===== config.mk =====
export PLATFORM = sky130hd
export DESIGN_NAME = sync_hunt_top
export DESIGN_NICKNAME = d
export VERILOG_FILES = /design/src/rtl/sync_hunt_pkg.sv /design/src/rtl/sync_hunt_hist.sv /design/src/rtl/sync_hunt_match.sv /design/src/rtl/sync_hunt_deframe.sv /design/src/rtl/sync_hunt_top.sv
export SDC_FILE = /design/constraint.sdc
export NUM_CORES = 1
export LEC_CHECK = 0
export BUFFER_PORTS_ARGS = -buffer_cell sky130_fd_sc_hd__buf_2
export CORE_AREA = 2 2 69 71
export CTS_CLUSTER_DIAMETER = 40
export DETAILED_ROUTE_END_ITERATION = 8
export DIE_AREA = 0 0 71 73
export GPL_ROUTABILITY_DRIVEN = 1
export PLACE_DENSITY = 0.82
export SYNTH_ARGS = -nofsm -noshare
export SYNTH_HDL_FRONTEND = slang
export SYNTH_SLANG_ARGS = --single-unit

===== constraint.sdc =====
create_clock -name clk -period 5.7 [get_ports clk]
set_clock_uncertainty 0.05 [all_clocks]
set_input_delay 0.57 -clock clk [delete_from_list [all_inputs] [get_ports clk]]
set_output_delay 0.57 -clock clk [all_outputs]
set_load 0.01 [all_outputs]

===== src/rtl/sync_hunt_pkg.sv =====
package sync_hunt_pkg;

  typedef enum logic [1:0] {
    LEN_SHORT = 2'd0,
    LEN_BYTE  = 2'd1,
    LEN_LONG  = 2'd2,
    LEN_ALT   = 2'd3
  } sync_len_e;

endpackage


===== src/rtl/sync_hunt_hist.sv =====
module sync_hunt_hist #(
  parameter int HIST_W = 16,
  localparam int FILL_W = $clog2(HIST_W + 1)
) (
  input  logic              clk,
  input  logic              rst,
  input  logic              restart,
  input  logic              shift_en,
  input  logic              din,
  output logic [HIST_W-1:0] hist_nx,
  output logic [FILL_W-1:0] fill_nx
);

  logic [HIST_W-1:0] hist_q;
  logic [FILL_W-1:0] fill_q;

  // newest bit enters at the top, so a window reads earliest-bit-low
  always_comb begin
    hist_nx = {din, hist_q[HIST_W-1:1]};
    if (restart)
      fill_nx = '0;
    else if (fill_q == FILL_W'(HIST_W))
      fill_nx = fill_q;
    else
      fill_nx = fill_q + FILL_W'(1);
  end

  always_ff @(posedge clk) begin
    if (rst) begin
      hist_q <= '0;
      fill_q <= '0;
    end else if (restart) begin
      fill_q <= '0;
    end else if (shift_en) begin
      hist_q <= hist_nx;
      fill_q <= fill_nx;
    end
  end

endmodule


===== src/rtl/sync_hunt_match.sv =====
module sync_hunt_match
  import sync_hunt_pkg::*;
#(
  parameter int SYNC_W  = 8,
  parameter int SHORT_W = 6,
  localparam int HIST_W = 2 * SYNC_W,
  localparam int FILL_W = $clog2(HIST_W + 1)
) (
  input  logic [HIST_W-1:0] hist,
  input  logic [FILL_W-1:0] fill,
  input  logic              bisync,
  input  logic [1:0]        sync_len,
  input  logic [SYNC_W-1:0] sync_a,
  input  logic [SYNC_W-1:0] sync_b,
  output logic              match
);

  logic [SHORT_W-1:0] win_s_hi, win_s_lo;
  logic [SYNC_W-1:0]  win_b_hi, win_b_lo;
  logic               eq_mono_s, eq_bi_s, eq_mono_b, eq_bi_b, eq_long;
  sync_len_e          len;

  assign len      = sync_len_e'(sync_len);
  assign win_s_hi = hist[HIST_W-1 -: SHORT_W];
  assign win_s_lo = hist[HIST_W-1-SHORT_W -: SHORT_W];
  assign win_b_hi = hist[HIST_W-1 -: SYNC_W];
  assign win_b_lo = hist[SYNC_W-1:0];

  always_comb begin
    eq_mono_s = (win_s_hi == sync_b[SHORT_W-1:0]) && (fill >= FILL_W'(SHORT_W));
    eq_bi_s   = (win_s_hi == sync_b[SHORT_W-1:0]) && (win_s_lo == sync_a[SHORT_W-1:0])
                && (fill >= FILL_W'(2 * SHORT_W));
    eq_mono_b = (win_b_hi == sync_b) && (fill >= FILL_W'(SYNC_W));
    eq_bi_b   = (win_b_hi == sync_b) && (win_b_lo == sync_a) && (fill >= FILL_W'(HIST_W));
    eq_long   = (hist == {sync_b, sync_a}) && (fill >= FILL_W'(HIST_W));
    unique case (len)
      LEN_SHORT:         match = bisync ? eq_bi_s : eq_mono_s;
      LEN_LONG:          match = eq_long;
      LEN_BYTE, LEN_ALT: match = bisync ? eq_bi_b : eq_mono_b;
      default:           match = 1'b0;
    endcase
  end

endmodule


===== src/rtl/sync_hunt_deframe.sv =====
module sync_hunt_deframe #(
  parameter int CHAR_W = 8,
  localparam int CNT_W = $clog2(CHAR_W)
) (
  input  logic              clk,
  input  logic              rst,
  input  logic              restart,
  input  logic              bit_en,
  input  logic              din,
  input  logic [1:0]        char_sel,
  output logic [CHAR_W-1:0] char_q,
  output logic              char_vld
);

  logic [CHAR_W-1:0] asm_q, asm_nx;
  logic [CNT_W-1:0]  cnt_q, last_idx;

  // shortest character is CHAR_W-3 bits
  assign last_idx = CNT_W'(CHAR_W - 4) + CNT_W'(char_sel);

  always_comb begin
    asm_nx        = asm_q;
    asm_nx[cnt_q] = din;
  end

  always_ff @(posedge clk) begin
    if (rst) begin
      asm_q    <= '0;
      cnt_q    <= '0;
      char_q   <= '0;
      char_vld <= 1'b0;
    end else begin
      char_vld <= 1'b0;
      if (restart) begin
        asm_q <= '0;
        cnt_q <= '0;
      end else if (bit_en) begin
        if (cnt_q >= last_idx) begin
          char_q   <= asm_nx;
          char_vld <= 1'b1;
          asm_q    <= '0;
          cnt_q    <= '0;
        end else begin
          asm_q <= asm_nx;
          cnt_q <= cnt_q + CNT_W'(1);
        end
      end
    end
  end

endmodule


===== src/rtl/sync_hunt_top.sv =====
module sync_hunt_top #(
  parameter int SYNC_W  = 8,
  parameter int SHORT_W = 6,
  parameter int CHAR_W  = 8,
  localparam int HIST_W = 2 * SYNC_W,
  localparam int FILL_W = $clog2(HIST_W + 1)
) (
  input  logic              clk,
  input  logic              rst,
  input  logic              rx_en,
  input  logic              rx_bit,
  input  logic              hunt_cmd,
  input  logic              bisync,
  input  logic [1:0]        sync_len,
  input  logic [SYNC_W-1:0] sync_a,
  input  logic [SYNC_W-1:0] sync_b,
  input  logic [1:0]        char_sel,
  output logic              sync_ok,
  output logic              sync_hit,
  output logic [CHAR_W-1:0] rx_char,
  output logic              rx_char_vld
);

  logic              take;
  logic              hunting_bit;
  logic              locked_bit;
  logic              match;
  logic              hit_c;
  logic [HIST_W-1:0] hist_nx;
  logic [FILL_W-1:0] fill_nx;

  assign take        = rx_en && !hunt_cmd;
  assign hunting_bit = take && !sync_ok;
  assign locked_bit  = take && sync_ok;
  assign hit_c       = hunting_bit && match;

  sync_hunt_hist #(.HIST_W(HIST_W)) u_hist (
    .clk     (clk),
    .rst     (rst),
    .restart (hunt_cmd),
    .shift_en(hunting_bit),
    .din     (rx_bit),
    .hist_nx (hist_nx),
    .fill_nx (fill_nx)
  );

  sync_hunt_match #(.SYNC_W(SYNC_W), .SHORT_W(SHORT_W)) u_match (
    .hist    (hist_nx),
    .fill    (fill_nx),
    .bisync  (bisync),
    .sync_len(sync_len),
    .sync_a  (sync_a),
    .sync_b  (sync_b),
    .match   (match)
  );

  sync_hunt_deframe #(.CHAR_W(CHAR_W)) u_defr (
    .clk     (clk),
    .rst     (rst),
    .restart (hit_c || hunt_cmd),
    .bit_en  (locked_bit),
    .din     (rx_bit),
    .char_sel(char_sel),
    .char_q  (rx_char),
    .char_vld(rx_char_vld)
  );

  always_ff @(posedge clk) begin
    if (rst) begin
      sync_ok  <= 1'b0;
      sync_hit <= 1'b0;
    end else begin
      sync_hit <= hit_c;
      if (hunt_cmd)
        sync_ok <= 1'b0;
      else if (hit_c)
        sync_ok <= 1'b1;
    end
  end

endmodule


==> impl_metrics.py <==
metrics = {
    "outcome": {
        "status": "finished, final reports clean",
    },
    "finish": {
        "layout.nets": 336,
        "antennaDiodeCount": 0,
        "final_util_pct": 57.8,
        "drive_gt1_share_pct": 19.3,
        "multi_input_area_um2": 1370,
        "stdcell_count": 360,
        "syn_to_final_growth_pct": 11.7,
        "design_area_um2": 2620,
        "ff_latch_area_um2": 841,
        "nFillCells": 404,
    },
    "grt": {
        "grt_max_degree": 27,
        "grt_overflow": 0,
        "grt_pass1_wl_mm": 8.11,
        "grt_pass1_vias": 1818,
        "antenna_found_initial": 0,
        "gr-usage-all-layers_pct": 19.7,
    },
    "clock_tree": {
        "cts_tree": "built",
        "ctsHoldBuffers": 0,
        "clkTransAtPathRegs_ns": 0.08,
        "cts.repair.resized": 0,
        "numCtsBuffers": 5,
        "cts-root-buf": "clkbuf_8",
        "cts.sinks": 42,
        "cts_setup_buffers": 0,
        "cts_max_path_buffers": 2,
        "clk_latency_ns": 0.29,
        "ctsHtreeMaxLevel": 2,
    },
    "worst_setup_path": {
        "critical_path_class": "reg -> reg",
        "required_ns": 5.86,
        "arrival_ns": 3.26,
        "critPathMostFrequentCell": "nor2b_1",
        "critical_path.slowest_cell": "nor2b_1",
        "critPathLaunchType": "flop",
        "cp_slowest_stage_delay_ns": 0.90,
        "path_cells": "inv_1, ha_1, nand2b_1, a21oi_1, nor2b_1, nor2b_1, nor2_1, a211oi_1",
        "cp_max_fo": 17,
        "cp-end-kind": "flop",
    },
    "die": {
        "die_y_um": 73,
        "die_area_um2": 5180,
        "ios": 37,
        "core_area_um2": 4540,
        "initial_utilization_pct": 51.7,
        "std_cell_rows": 25,
        "die_w_um": 71,
    },
    "sta": {
        "tightest_slew_ns": 1.04,
        "slew_violations": 0,
        "maxSlewHeadroom_pct": 30.5,
        "fin_tns_setup_ns": 0,
        "fin_hold_ws_ns": 0.438,
        "hold_violations": 0,
        "fin_crit_ns": 3.10,
        "max_freq_mhz": 322,
        "finalCritPeriodShare_pct": 54.5,
        "setup_ws_ns": 2.60,
        "setup_viol": 0,
        "grt_setup_unrepaired": "no",
    },
    "placement": {
        "dpl_worst_slack_ns": 2.61,
        "gp_congestion": 0.829,
        "hpwl_mm": 3.50,
        "dp.cells": 352,
        "io_buffers": 36,
        "post_dp_cell_area_um2": 2480,
    },
    "synth": {
        "syn-cell-area_um2": 2350,
        "synth_cell_types": 43,
        "netlist.area_leader.share_pct": 35.8,
        "syn_avg_cell_area_um2": 8.29,
        "yosys-top-cells-area": "dfxtp_1 (36%), a21oi_1 (6.6%), xor2_1 (6.3%)",
        "synth.net_count": 314,
        "synth-seq-cells": 42,
        "synthCells": 283,
        "yosysSeqAreaShare_pct": 35.8,
        "synth_top_cell_by_area": "dfxtp_1",
        "ys_warn_count": 0,
    },
    "power": {
        "p_leak_nw": 0.969,
        "vdd_drop_max_mv": 0.164,
        "p_total_uw": 618,
        "powerDensity_nw_per_um2": 236,
    },
    "route": {
        "drc": 0,
        "vias_per_cell": 5.62,
        "drtPass1Iterations": 4,
        "via_count": 2023,
        "drtAntennaViolNets": 0,
        "wire_per_inst_um": 13.6,
        "drt-total-wl_mm": 4.91,
        "drt-initial-drc-count": 144,
    },
    "worst_hold_path": {
        "holdCritPathClass": "reg -> reg",
    },
    "run": {
        "maxCapViolations": 0,
    },
}
[path summary, 6_finish.rpt]
path | cells after the start | slack, ns | from | to
worst max-delay path | 8 | 2.60 | u_defr.cnt_q[0] | u_defr.char_q[1]
worst min-delay path | 2 | 0.44 | u_hist.hist_q[3] | u_hist.hist_q[3]
worst max register to register | 8 | 2.60 | u_defr.cnt_q[0] | u_defr.char_q[1]
worst min register to register | 2 | 0.44 | u_hist.hist_q[3] | u_hist.hist_q[3]
[placed cells by master, fill, tap and decap left out, drive strengths merged, types with 5 or more instances in the layout]
master  instances
nand2          38
xor2           17
clkbuf          5
ha              5
nand3           5
inv             5
nor2           27
nor3           15
a21oi          31
mux2i           8
buf            37
xnor2          15
a211oi          9
nor4            6
dfxtp          42
[sequential cells by signal, indices dropped and copies added, names as in the netlist]
register	count
u_hist.fill_q	5
u_defr.char_vld	1
u_defr.cnt_q	3
u_hist.hist_q	15
u_defr.char_q	8
sync_hit	1
sync_ok	1
u_defr.asm_q	8
[logic make-up after synthesis]
| family | Yosys count | synth area share, % |
|---|---|---|
| buffers and inverters | 27 | 6.03 |
| flip-flops | 42 | 35.8 |
| AND/OR/NAND/NOR | 113 | 23.9 |
| adder cells (fa/ha/maj) | 5 | 2.67 |
| multiplexers | 8 | 3.41 |
| XOR/XNOR | 32 | 11.9 |
| AO/OA/AOI/OAI | 56 | 16.2 |
[synthesized netlist by cell type]
master,n
nand3b_1,1
a22oi_1,1
a211oi_1,9
nand3_4,1
nor2_1,27
and4bb_2,1
a311oi_1,3
nor3b_1,3
o311ai_4,1
and3_2,1
nand3_1,4
buf_1,1
o31a_1,1
dfxtp_1,42
and3_1,2
or3b_2,2
buf_2,5
nor4_1,5
o21a_1,1
clkbuf_1,11
o221a_2,1
and2_1,1
nand2_1,38
o311ai_2,1
nor4_2,1
nand4_1,2
mux2i_1,8
buf_4,1
or3_1,1
or2_2,2
o41ai_2,1
nor2b_1,2
ha_1,5
inv_1,5
buf_6,4
and4_4,1
a21oi_1,31
nand2b_1,3
nor3_1,15
xor2_1,17
o31ai_1,3
xnor2_1,15
o21ai_0,3
[layer usage]
| metal | part of all wire, % | track usage [%] | up-vias |
|---|---|---|---|
| met2 | 47 | 30.9 | 45 |
| li1 | - | - | 1023 |
| met5 | 0 | 0 | - |
| met4 | 3.0 | 10.3 | 0 |
| met3 | 3.5 | 5.52 | 12 |
| met1 | 47 | 24.7 | 943 |
[critical path: cells and delay by family (launching register included)]
family,cells,cell delay (ns)
DFF,1,0.52
AOI/OAI and AO/OA,2,0.31
adders and majority gates,1,0.29
buffers and inverters,1,0.13
and+or+nand+nor,4,1.70
[layout make-up]
cell class	count	share of cell area, %
multi-input cells	214	52.2
flip-flops and latches	42	32.1
repair buffers	37	7.16
clock buffers	5	2.63
clock inverters	3	2.63
well taps	54	2.58
inverters	5	0.716
[power breakdown]
| group | total (mW) | switching [mW] | internal (mW) |
|---|---|---|---|
| combinational | 0.0436 | 0.0256 | 0.0180 |
| clock | 0.279 | 0.104 | 0.175 |
| sequential | 0.295 | 0.00116 | 0.294 |
(Power assumes the default switching activity.)
